File: src/rtl/chk_pkg.sv
package chk_pkg;
  typedef enum logic [1:0] {
    SZ_BYTE = 2'd0,
    SZ_WORD = 2'd1,
    SZ_LONG = 2'd2
  } size_t;

  typedef enum logic [1:0] {
    OUT_OK    = 2'd0,
    OUT_OVER  = 2'd1,
    OUT_UNDER = 2'd2
  } outcome_t;

  typedef enum logic [2:0] {
    ST_IDLE     = 3'd0,
    ST_PREFETCH = 3'd1,
    ST_WAIT     = 3'd2,
    ST_DONE     = 3'd3,
    ST_TRAP     = 3'd4
  } state_t;
endpackage

File: src/rtl/chk_sext.sv
module chk_sext #(
  parameter int DATA_W = 32
) (
  input  logic [DATA_W-1:0] din,
  input  logic [1:0]        size,
  output logic [DATA_W-1:0] dout
);
  localparam int BYTE_W = 8;
  localparam int WORD_W = 16;

  logic [DATA_W-1:0] ext_b;
  logic [DATA_W-1:0] ext_w;

  assign ext_b = {{(DATA_W-BYTE_W){din[BYTE_W-1]}}, din[BYTE_W-1:0]};

  // A datapath no wider than a word treats word as full width.
  generate
    if (DATA_W > WORD_W) begin : g_word
      assign ext_w = {{(DATA_W-WORD_W){din[WORD_W-1]}}, din[WORD_W-1:0]};
    end else begin : g_word_full
      assign ext_w = din;
    end
  endgenerate

  always_comb begin
    case (size)
      2'd0:    dout = ext_b;
      2'd1:    dout = ext_w;
      default: dout = din;
    endcase
  end
endmodule

File: src/rtl/chk_cmp.sv
module chk_cmp
  import chk_pkg::*;
#(
  parameter int DATA_W = 32
) (
  input  logic [DATA_W-1:0] value,
  input  logic [DATA_W-1:0] bound,
  input  logic [1:0]        size,
  output outcome_t          outcome
);
  logic [DATA_W-1:0] raw [2];
  logic [DATA_W-1:0] ext [2];
  logic              is_over;
  logic              is_under;

  assign raw[0] = value;
  assign raw[1] = bound;

  generate
    for (genvar gi = 0; gi < 2; gi++) begin : g_ext
      chk_sext #(.DATA_W(DATA_W)) u_sext (
        .din  (raw[gi]),
        .size (size),
        .dout (ext[gi])
      );
    end
  endgenerate

  assign is_under = ext[0][DATA_W-1];
  assign is_over  = $signed(ext[0]) > $signed(ext[1]);

  // The above-bound case wins when both conditions hold.
  always_comb begin
    if (is_over)       outcome = OUT_OVER;
    else if (is_under) outcome = OUT_UNDER;
    else               outcome = OUT_OK;
  end
endmodule

File: src/rtl/chk_idle_ctr.sv
module chk_idle_ctr #(
  parameter int CNT_W = 2
) (
  input  logic             clk,
  input  logic             rst_n,
  input  logic             load,
  input  logic [CNT_W-1:0] load_val,
  input  logic             run,
  output logic             last
);
  logic [CNT_W-1:0] cnt;

  always_ff @(posedge clk) begin
    if (!rst_n)                     cnt <= '0;
    else if (load)                  cnt <= load_val;
    else if (run && cnt != '0)      cnt <= cnt - CNT_W'(1);
  end

  assign last = (cnt == CNT_W'(1));

  // idle window shrinks by one each running cycle
  a_r4_count_down: assert property (@(posedge clk) disable iff (!rst_n)
    (run && !load && cnt != '0) |=> (cnt == $past(cnt) - CNT_W'(1)));
endmodule

File: src/rtl/chk_ctrl.sv
module chk_ctrl
  import chk_pkg::*;
#(
  parameter int IDLE_OK    = 3,
  parameter int IDLE_OVER  = 2,
  parameter int IDLE_UNDER = 3,
  parameter int CNT_W      = 2
) (
  input  logic             clk,
  input  logic             rst_n,
  input  logic             start_valid,
  input  logic             pf_ack,
  input  logic             exc_ready,
  input  outcome_t         outcome,
  input  logic             cnt_last,
  output logic             accept,
  output logic             cnt_load,
  output logic [CNT_W-1:0] cnt_val,
  output logic             cnt_run,
  output logic             start_ready,
  output logic             pf_req,
  output logic             bus_idle,
  output logic             flag_we,
  output logic             flag_n,
  output logic             exc_valid,
  output logic             done
);
  state_t   state, state_nx;
  outcome_t result_q;

  assign start_ready = (state == ST_IDLE);
  assign accept      = start_ready && start_valid;
  assign pf_req      = (state == ST_PREFETCH);
  assign bus_idle    = (state == ST_WAIT);
  assign exc_valid   = (state == ST_TRAP);
  assign done        = (state == ST_DONE);
  assign cnt_load    = pf_req && pf_ack;
  assign cnt_run     = bus_idle;

  always_comb begin
    case (outcome)
      OUT_OVER:  cnt_val = CNT_W'(IDLE_OVER);
      OUT_UNDER: cnt_val = CNT_W'(IDLE_UNDER);
      default:   cnt_val = CNT_W'(IDLE_OK);
    endcase
  end

  always_comb begin
    state_nx = state;
    case (state)
      ST_IDLE:     if (start_valid) state_nx = ST_PREFETCH;
      ST_PREFETCH: if (pf_ack)      state_nx = ST_WAIT;
      ST_WAIT:     if (cnt_last)    state_nx = (result_q == OUT_OK) ? ST_DONE : ST_TRAP;
      ST_DONE:                      state_nx = ST_IDLE;
      ST_TRAP:     if (exc_ready)   state_nx = ST_IDLE;
      default:                      state_nx = ST_IDLE;
    endcase
  end

  always_ff @(posedge clk) begin
    if (!rst_n) begin
      state    <= ST_IDLE;
      result_q <= OUT_OK;
      flag_we  <= 1'b0;
      flag_n   <= 1'b0;
    end else begin
      state   <= state_nx;
      flag_we <= 1'b0;
      if (cnt_load) begin
        result_q <= outcome;
        if (outcome != OUT_OK) begin
          flag_we <= 1'b1;
          flag_n  <= (outcome == OUT_UNDER);
        end
      end
    end
  end

  // readiness only while nothing is in flight
  a_r1_ready_idle: assert property (@(posedge clk) disable iff (!rst_n)
    start_ready |-> (!pf_req && !bus_idle && !exc_valid && !done));
  // prefetch request held until acknowledged
  a_r2_pf_hold: assert property (@(posedge clk) disable iff (!rst_n)
    (pf_req && !pf_ack) |=> pf_req);
  // done is a single-cycle pulse, never with a trap
  a_r10_done_pulse: assert property (@(posedge clk) disable iff (!rst_n)
    done |=> !done);
  a_r10_done_excl: assert property (@(posedge clk) disable iff (!rst_n)
    !(done && exc_valid));
  // a trap request is always preceded by an idle cycle
  a_r5_trap_after_idle: assert property (@(posedge clk) disable iff (!rst_n)
    $rose(exc_valid) |-> $past(bus_idle));
endmodule

File: src/rtl/chk_trap_seq.sv
module chk_trap_seq
  import chk_pkg::*;
#(
  parameter int DATA_W     = 32,
  parameter int ADDR_W     = 32,
  parameter int VEC_W      = 8,
  parameter int CHK_VECTOR = 6,
  parameter int PC_REWIND  = 4,
  parameter int IDLE_OK    = 3,
  parameter int IDLE_OVER  = 2,
  parameter int IDLE_UNDER = 3
) (
  input  logic              clk,
  input  logic              rst_n,
  input  logic              start_valid,
  output logic              start_ready,
  input  logic [DATA_W-1:0] op_value,
  input  logic [DATA_W-1:0] op_bound,
  input  logic [1:0]        op_size,
  input  logic [ADDR_W-1:0] cur_pc,
  output logic              pf_req,
  input  logic              pf_ack,
  output logic              bus_idle,
  output logic              flag_we,
  output logic              flag_n,
  output logic              exc_valid,
  input  logic              exc_ready,
  output logic [VEC_W-1:0]  exc_vector,
  output logic [ADDR_W-1:0] exc_addr,
  output logic              done
);
  localparam int MAX_A    = (IDLE_OK > IDLE_OVER) ? IDLE_OK : IDLE_OVER;
  localparam int MAX_IDLE = (MAX_A > IDLE_UNDER) ? MAX_A : IDLE_UNDER;
  localparam int CNT_W    = $clog2(MAX_IDLE + 1);

  logic [DATA_W-1:0] value_q, bound_q;
  logic [1:0]        size_q;
  logic [ADDR_W-1:0] addr_q;
  outcome_t          outcome;
  logic              accept, cnt_load, cnt_run, cnt_last;
  logic [CNT_W-1:0]  cnt_val;

  always_ff @(posedge clk) begin
    if (!rst_n) begin
      value_q <= '0;
      bound_q <= '0;
      size_q  <= 2'd0;
      addr_q  <= '0;
    end else if (accept) begin
      value_q <= op_value;
      bound_q <= op_bound;
      size_q  <= op_size;
      addr_q  <= cur_pc - ADDR_W'(PC_REWIND);
    end
  end

  assign exc_addr   = addr_q;
  assign exc_vector = VEC_W'(CHK_VECTOR);

  chk_cmp #(.DATA_W(DATA_W)) u_cmp (
    .value   (value_q),
    .bound   (bound_q),
    .size    (size_q),
    .outcome (outcome)
  );

  chk_idle_ctr #(.CNT_W(CNT_W)) u_ctr (
    .clk      (clk),
    .rst_n    (rst_n),
    .load     (cnt_load),
    .load_val (cnt_val),
    .run      (cnt_run),
    .last     (cnt_last)
  );

  chk_ctrl #(
    .IDLE_OK    (IDLE_OK),
    .IDLE_OVER  (IDLE_OVER),
    .IDLE_UNDER (IDLE_UNDER),
    .CNT_W      (CNT_W)
  ) u_ctrl (
    .clk         (clk),
    .rst_n       (rst_n),
    .start_valid (start_valid),
    .pf_ack      (pf_ack),
    .exc_ready   (exc_ready),
    .outcome     (outcome),
    .cnt_last    (cnt_last),
    .accept      (accept),
    .cnt_load    (cnt_load),
    .cnt_val     (cnt_val),
    .cnt_run     (cnt_run),
    .start_ready (start_ready),
    .pf_req      (pf_req),
    .bus_idle    (bus_idle),
    .flag_we     (flag_we),
    .flag_n      (flag_n),
    .exc_valid   (exc_valid),
    .done        (done)
  );

  // pending trap keeps its payload until taken
  a_r9_exc_hold: assert property (@(posedge clk) disable iff (!rst_n)
    (exc_valid && !exc_ready) |=> (exc_valid && $stable(exc_addr) && $stable(exc_vector)));
  // captured address cannot move while a command is in flight
  a_r1_addr_kept: assert property (@(posedge clk) disable iff (!rst_n)
    (!start_ready) |=> $stable(exc_addr));
endmodule

File: config.mk
export PLATFORM = sky130hd
export DESIGN_NAME = chk_trap_seq
export DESIGN_NICKNAME = d
export VERILOG_FILES = /design/src/rtl/chk_pkg.sv /design/src/rtl/chk_sext.sv /design/src/rtl/chk_cmp.sv /design/src/rtl/chk_idle_ctr.sv /design/src/rtl/chk_ctrl.sv /design/src/rtl/chk_trap_seq.sv
export SDC_FILE = /design/constraint.sdc
export NUM_CORES = 1
export LEC_CHECK = 0
export ABC_AREA = 1
export BUFFER_PORTS_ARGS = -buffer_cell sky130_fd_sc_hd__clkbuf_2
export CAP_MARGIN = 20
export CORE_MARGIN = 2
export CORE_UTILIZATION = 50
export CTS_BUF_LIST = sky130_fd_sc_hd__clkbuf_4
export DETAILED_ROUTE_END_ITERATION = 8
export PLACE_DENSITY = 0.89
export SYNTH_ARGS = -nofsm -noshare
export SYNTH_HDL_FRONTEND = slang
export SYNTH_SLANG_ARGS = --single-unit
File: constraint.sdc
create_clock -name clk -period 2.4 [get_ports clk]
set_input_delay 0.48 -clock clk [delete_from_list [all_inputs] [get_ports clk]]
set_output_delay 0.48 -clock clk [all_outputs]
set_load 0.01 [all_outputs]
==> results of run 1 <==
cells in the mapped netlist (3+ instances only):
| cell | number |
|---|---|
| o211ai_1 | 5 |
| a21oi_1 | 53 |
| dfxtp_1 | 107 |
| o221ai_1 | 5 |
| clkbuf_1 | 28 |
| nor4_1 | 6 |
| nand4_1 | 5 |
| o21ai_0 | 134 |
| inv_1 | 99 |
| buf_2 | 6 |
| nand3_1 | 12 |
| nor2_2 | 3 |
| buf_4 | 8 |
| xnor2_1 | 3 |
| nor3_1 | 8 |
| xor2_1 | 8 |
| o21bai_1 | 11 |
| nand2_1 | 94 |
| nor2_1 | 156 |
| nor2_4 | 3 |
| o21a_1 | 6 |
| ha_1 | 35 |
sequential cells by signal, indices dropped and copies added, names as in the netlist:
| signal | cells |
|---|---|
| u_ctrl.flag_we | 1 |
| u_ctrl.flag_n | 1 |
| bound_q | 32 |
| size_q | 2 |
| exc_addr | 32 |
| u_ctrl.result_q | 2 |
| value_q | 32 |
| u_ctrl.state | 3 |
| u_ctr.cnt | 2 |
power by group:
part	total, uW	leakage (uW)	internal (uW)	switching [uW]
registers	2670	0.000886	2350	315
logic	4040	0.00250	1570	2470
clock network	816	0.0000589	231	585
metrics by stage:
| step | util [%] | TNS [ps] | instances | hold WS, ps |
|---|---|---|---|---|
| 3_5_place_dp | 57.9 | -356 | 1079 | 448 |
| 4_1_cts | 58.9 | -8.26 | 1094 | 161 |
| 6_report | 60.1 | -439 | 1101 | 196 |
| 2_1_floorplan | - | 0 | 827 | 425 |
| 3_3_place_gp | 57.9 | 0 | 1079 | 438 |
| 5_1_grt | 60.1 | -1290 | 1101 | 170 |
worst max-delay path: cells and delay by family (launching register included):
family	cells	cell delay, ps
adders and majority gates	1	320
DFF	1	410
AOI/OAI and AO/OA	6	780
buffers and inverters	3	310
and+or+nand+nor	6	620
kinds of logic (layout without fill, tap and decap cells):
family | after synthesis | after routing | synth area share (%)
AO/OA/AOI/OAI | 221 | 221 | 20.8
other | 2 | 8 | 0.131
AND/OR/NAND/NOR | 299 | 299 | 22.2
flip-flops | 107 | 107 | 37.3
adder cells (fa/ha/maj) | 35 | 35 | 7.63
XOR/XNOR | 11 | 11 | 1.68
buffers and inverters | 146 | 277 | 10.2
metal layers:
layer  vias up  track usage (%)  wire (um)
met4         0             7.90        347
met2       200             37.8       6500
met3        32             8.09       1290
li1       2926                -          -
met1      2536             27.7       6000
met5         -                0          0
area by class of cell:
class                   instances  area [um^2]
flip-flops and latches        107         2150
well taps                     143          179
clock buffers                  11         82.6
repair buffers                159          857
fillers                      1046         4520
repair inverters                1         7.51
clock inverters                 4         28.8
inverters                     102          388
multi-input cells             574         3110
path summary, 6_finish.rpt:
check                                                  to                     start  cells past startpoint  slack (ps)
worst min-delay path             exc_addr[2]$_SDFFE_PN0P_                 cur_pc[2]                      2         200
worst max-delay path            u_ctr.cnt[0]$_SDFFE_PN0P_    size_q[1]$_SDFFE_PN0P_                     16        -130
worst max register to register  u_ctr.cnt[0]$_SDFFE_PN0P_    size_q[1]$_SDFFE_PN0P_                     16        -130
worst min register to register   value_q[14]$_SDFFE_PN0P_  value_q[14]$_SDFFE_PN0P_                      2         470
repair_timing:
action	in CTS	in global routing
setup endpoints to repair	5	5
buffers inserted	0	5
gates resized for setup	3	28
gates cloned	0	2
pin swaps	0	13
==> flow_summary.json, run 1 <==
{
  "status": "finished, violations left",
  "violations": "negative setup slack",
  "timing.critical_path.slowest_stage_cell": "dfxtp_4",
  "synth.cell_area_mm2": 0.00574,
  "critical_path.max_fanout": 7,
  "cts-htree-levels": 3,
  "clock-sinks": 107,
  "growth_of_design_area_from_synthesis_to_finish_pct": 18.6,
  "firstDrtPassIters": 5,
  "final_cell_area_mm2": 0.00680,
  "placeableCoreArea_mm2": 0.0113,
  "async_flop_share_pct": 0,
  "period_share_pct": 105,
  "diodes": 0,
  "wl_per_cell_um": 12.8,
  "cts_tree": "done",
  "fmax_ghz": 0.395,
  "report.final.slew_viol_count": 0,
  "cap_violations": 0,
  "cts_hold_buffers": 0,
  "worstSkewPairLatency_ps": 490,
  "hold_path.class": "in -> reg",
  "yosys_warnings": 0,
  "grt.total_usage_pct": 22.9,
  "cp.required_ps": 2790,
  "crit_path_max_incr_delay_ps": 410,
  "area_after_dpl_mm2": 0.00655,
  "most_instantiated_flip_flop_cell_in_the_synthesis_netlist": "dfxtp_1",
  "synthCells": 821,
  "p_leak_uw": 0.00345,
  "cell_breakdown_of_the_critical_path": "nor2_4 -> inv_4 -> o21ai_4 -> buf_6 -> buf_4 -> o21ai_0 -> ha_1 -> a21oi_1 -> o21a_1 -> nand2_1 -> a21oi_2 -> nand2_1 -> nand2_2 -> nand4_1 -> nand2_1 -> a21oi_2",
  "via_count_of_the_first_global_routing_pass": 5264,
  "yosysTopAreaCell": "dfxtp_1",
  "grt_remaining_overflow": 0,
  "syn_area_per_cell_um2": 6.99,
  "power.density_mw_per_mm2": 1110,
  "setup_repair_after_global_routing_missed_its_margin": "yes",
  "clk_root_buffer_cell": "clkbuf_4",
  "cp_common_cell": "nand2_1",
  "pin_count": 150,
  "worst_slack_ps": -131,
  "maximum_root_to_sink_buffer_count": 2,
  "place_hpwl_um": 10200,
  "worstPathArrival_ps": 2920,
  "finalClockSkew_ps": 15.7,
  "final-setup-viol-count": 5,
  "start_util_pct": 50.7,
  "final_antenna_net_count": 0,
  "critPathCaptureType": "flip-flop",
  "grt_pass1_wl_um": 23600,
  "synth-edff-count": 0,
  "dp_slack_ps": -120,
  "leading_cell_type_in_the_layout_fill_and_taps_excluded": "nor2_1",
  "startpoint_type_of_the_worst_setup_path": "flip-flop",
  "maximum_ir_drop_on_the_vdd_rail_mv": 0.666,
  "highest_count_cells_in_the_layout_ignoring_fill_and_taps": "nor2_1 (152), clkbuf_2 (141), o21ai_0 (131), dfxtp_1 (105), inv_1 (97)",
  "drt_iter0_drc": 334,
  "post-route-drc-count": 0,
  "setup.worst_path.class": "reg -> reg",
  "power.total_uw": 7530,
  "layout_min_cycle_time_ps": 2530,
  "vias": 5694,
  "clkTransAtPathRegs_ps": 160,
  "post_synth_main_area_contributors": "dfxtp_1 (37%), o21ai_0 (12%), nor2_1 (10%)",
  "finalWirelength_um": 14100,
  "post_route_cells_drive_above_1_share_pct": 21.9,
  "synth_top_area_share_pct": 37.3,
  "fp.dieW_um": 111,
  "detail_route.vias_per_cell": 5.17,
  "sequential_element_share_of_the_synthesized_area_pct": 37.3,
  "finalWeightedCongestion": 0.860,
  "die_area_mm2": 0.0123,
  "synth.distinct_cells": 42,
  "timing_hold_violations_final": 0,
  "ys_ff_latch": 107,
  "std_cell_rows": 39,
  "port_buffers": 141,
  "tritoncts.num_buffers": 9,
  "maximum_number_of_pins_on_one_net_before_global_route_repair": 99,
  "floorplan.die.height_um": 111,
  "final_net_count": 1092,
  "number_of_antenna_violations_at_the_first_check_in_global_routing": 0
}
No activity file was read; power rests on OpenSTA's default activity.
==> run 2: changes to the inputs <==
--- a/config.mk
+++ b/config.mk
@@ -9,10 +9,10 @@
 export BUFFER_PORTS_ARGS = -buffer_cell sky130_fd_sc_hd__clkbuf_2
 export CAP_MARGIN = 20
 export CORE_MARGIN = 2
-export CORE_UTILIZATION = 50
+export CORE_UTILIZATION = 59
 export CTS_BUF_LIST = sky130_fd_sc_hd__clkbuf_4
 export DETAILED_ROUTE_END_ITERATION = 8
-export PLACE_DENSITY = 0.89
+export PLACE_DENSITY = 0.88
 export SYNTH_ARGS = -nofsm -noshare
 export SYNTH_HDL_FRONTEND = slang
 export SYNTH_SLANG_ARGS = --single-unit
==> constraint.sdc (replaced) <==
create_clock -name clk -period 3 [get_ports clk]
set_input_delay 0.6 -clock clk [delete_from_list [all_inputs] [get_ports clk]]
set_output_delay 0.6 -clock clk [all_outputs]
set_load 0.01 [all_outputs]
==> run 2 against run 1 <==
The flow now finishes without violations. Sequential share of layout area up 0.58 points. First-iteration DRC count down 38%. Critical path type unchanged. Largest cell class unchanged. Non-clock buffer count decreased by 8.
==> flow_summary.json, run 2 (same netlist as run 1, synthesis figures left out) <==
{
  "status": "finished clean",
  "drt_iter0_drc": 206,
  "die_area_mm2": 0.0105,
  "cap_violations": 0,
  "crit-reg2reg-capture": "u_ctr.cnt[0]$_SDFFE_PN0P_",
  "clkTransAtPathRegs_ps": 150,
  "worstSkewPairLatency_ps": 460,
  "total_area_of_multi_input_combinational_cells_mm2": 0.00304,
  "filler_cells": 823,
  "post-route-drc-count": 0,
  "maximum_ir_drop_on_the_vdd_rail_mv": 0.466,
  "number_of_antenna_violations_at_the_first_check_in_global_routing": 0,
  "clkPwrFrac_pct": 13.8,
  "worstReg2RegStart": "size_q[0]$_SDFFE_PN0P_",
  "wl_met2_um": 6250,
  "timing.critical_path.slowest_stage_cell": "dfxtp_1",
  "ff2ff_path_depth": 15,
  "critical_path.max_fanout": 16,
  "top_layer_used": "met4",
  "maximum_root_to_sink_buffer_count": 2,
  "growth_of_design_area_from_synthesis_to_finish_pct": 16.2,
  "start_util_pct": 61.5,
  "swShare_pct": 43.0,
  "ff2ff_setup_slack_ps": 390,
  "cts_hold_buffers": 0,
  "highest_count_cells_in_the_layout_ignoring_fill_and_taps": "nor2_1 (156), clkbuf_2 (141), o21ai_0 (134), dfxtp_1 (107), inv_1 (98)",
  "pin_count": 150,
  "fmax_ghz": 0.383,
  "std_cell_rows": 35,
  "placeableCoreArea_mm2": 0.00933,
  "grt_remaining_overflow": 0,
  "clock-sinks": 107,
  "maximum_number_of_pins_on_one_net_before_global_route_repair": 60,
  "p_int_uw": 3300,
  "startpoint_type_of_the_worst_setup_path": "flip-flop",
  "diodes": 0,
  "whs_endpoint": "exc_addr[2]$_SDFFE_PN0P_",
  "cell_breakdown_of_the_critical_path": "nor2_4 -> clkinvlp_4 -> o21ai_1 -> buf_4 -> o21ai_0 -> ha_1 -> a21oi_1 -> o21a_1 -> nand2_1 -> a21oi_1 -> nand2_1 -> nand2_1 -> nand4_1 -> nand2_1 -> a21oi_1",
  "clk_root_buffer_cell": "clkbuf_4",
  "p_leak_uw": 0.00341,
  "critical-path-top-delay-family": "compound AO/OA/AOI/OAI gates",
  "flip_flop_and_latch_area_mm2": 0.00214,
  "area_after_dpl_mm2": 0.00649,
  "worst_slack_ps": 388,
  "crit_path_max_incr_delay_ps": 380,
  "crit_buf_inv": 2,
  "floorplan.die.height_um": 103,
  "setup_tns_ps": 0,
  "cp.required_ps": 3350,
  "worst_slew_pin_slew_ps": 541,
  "critPathCaptureType": "flip-flop",
  "holdPathStages": 2,
  "tritoncts.num_buffers": 9,
  "max_slew_margin_vs_limit_pct": 63.9,
  "grt.total_usage_pct": 25.7,
  "grt_pass1_wl_um": 21700,
  "final_cell_area_mm2": 0.00667,
  "layout_min_cycle_time_ps": 2610,
  "setup_repair_after_global_routing_missed_its_margin": "no",
  "via_count_of_the_first_global_routing_pass": 5026,
  "final_antenna_net_count": 0,
  "power.density_mw_per_mm2": 869,
  "firstDrtPassIters": 5,
  "vias": 5598,
  "fp.dieW_um": 103,
  "detail_route.wirelength.met1_um": 5710,
  "place_hpwl_um": 9940,
  "cts-htree-levels": 3,
  "hold_path.class": "in -> reg",
  "detail_route.vias_per_cell": 5.19,
  "final_net_count": 1083,
  "finalClockSkew_ps": 14.7,
  "leading_cell_type_in_the_layout_fill_and_taps_excluded": "nor2_1",
  "period_share_pct": 87.1,
  "report.final.slew_viol_count": 0,
  "worstHoldStart": "cur_pc[2]",
  "setup.worst_path.class": "reg -> reg",
  "final-setup-viol-count": 0,
  "worstPathArrival_ps": 2960,
  "cts_tree": "done",
  "power.switching_uw": 2490,
  "power.combinational.fraction_pct": 49.6,
  "met3RoutedLength_um": 972,
  "port_buffers": 141,
  "cp_common_cell": "nand2_1",
  "finalWeightedCongestion": 0.878,
  "dp_slack_ps": 278,
  "p_seq_share_pct": 36.7,
  "post_route_cells_drive_above_1_share_pct": 19.3,
  "wl_per_cell_um": 12.2,
  "timing_hold_violations_final": 0,
  "finalWirelength_um": 13200
}
run 2: worst max path at each step:
stage	cells past startpoint	slack, ps	start	to
floorplan	15	390	size_q[1]$_SDFFE_PN0P_	u_ctr.cnt[0]$_SDFFE_PN0P_
global placement	17	390	size_q[1]$_SDFFE_PN0P_	u_ctr.cnt[0]$_SDFFE_PN0P_
detailed placement	17	280	size_q[1]$_SDFFE_PN0P_	u_ctr.cnt[0]$_SDFFE_PN0P_
CTS	15	250	size_q[1]$_SDFFE_PN0P_	u_ctr.cnt[0]$_SDFFE_PN0P_
global route	16	70	size_q[0]$_SDFFE_PN0P_	u_ctrl.result_q[1]$_SDFFE_PN0P_
finish	15	390	size_q[0]$_SDFFE_PN0P_	u_ctr.cnt[0]$_SDFFE_PN0P_
run 2: layout make-up:
class	count	share of cell area, %
multi-input cells	574	45.6
well taps	129	2.42
inverters	102	5.80
clock buffers	10	1.13
flip-flops and latches	107	32.1
repair buffers	151	11.7
clock inverters	6	1.20
run 2: repair_timing:
action	4_1_cts	5_1_grt
resized for setup	0	3
setup endpoints to repair	0	5
setup buffers	0	2
run 2: per-layer routing:
| layer | vias to the layer above | track usage, % |
|---|---|---|
| met5 | - | 0 |
| met4 | 0 | 7.38 |
| met3 | 25 | 8.54 |
| met2 | 159 | 43.1 |
| met1 | 2505 | 31.6 |
| li1 | 2909 | - |
run 2: worst register-to-register path: stages (launching register included):
cell and delay, ps:
dfxtp_1 380, nor2_4 200, clkinvlp_4 190, o21ai_1 150
buf_4 200, o21ai_0 110, ha_1 330, a21oi_1 170
o21a_1 130, nand2_1 50, a21oi_1 150, nand2_1 70
nand2_1 70, nand4_1 130, nand2_1 100, a21oi_1 60
run 2: power groups by stage:
stage               combinational (uW)  sequential, uW  clock (uW)
finish                            2870            2130         798
CTS                               2850            2120         810
global route                      3360            2170         869
floorplan                         2050            2150           0
global placement                  2730            2140           0
detailed placement                2840            2140           0
run 2: metrics by stage:
stage | instances | hold slack (ps) | power, uW | util, %
floorplan | 827 | 425 | 4190 | -
global placement | 1061 | 441 | 4880 | 69.6
detailed placement | 1061 | 442 | 4980 | 69.6
CTS | 1077 | 318 | 5780 | 71.2
global route | 1079 | 303 | 6400 | 71.5
finish | 1079 | 338 | 5790 | 71.5
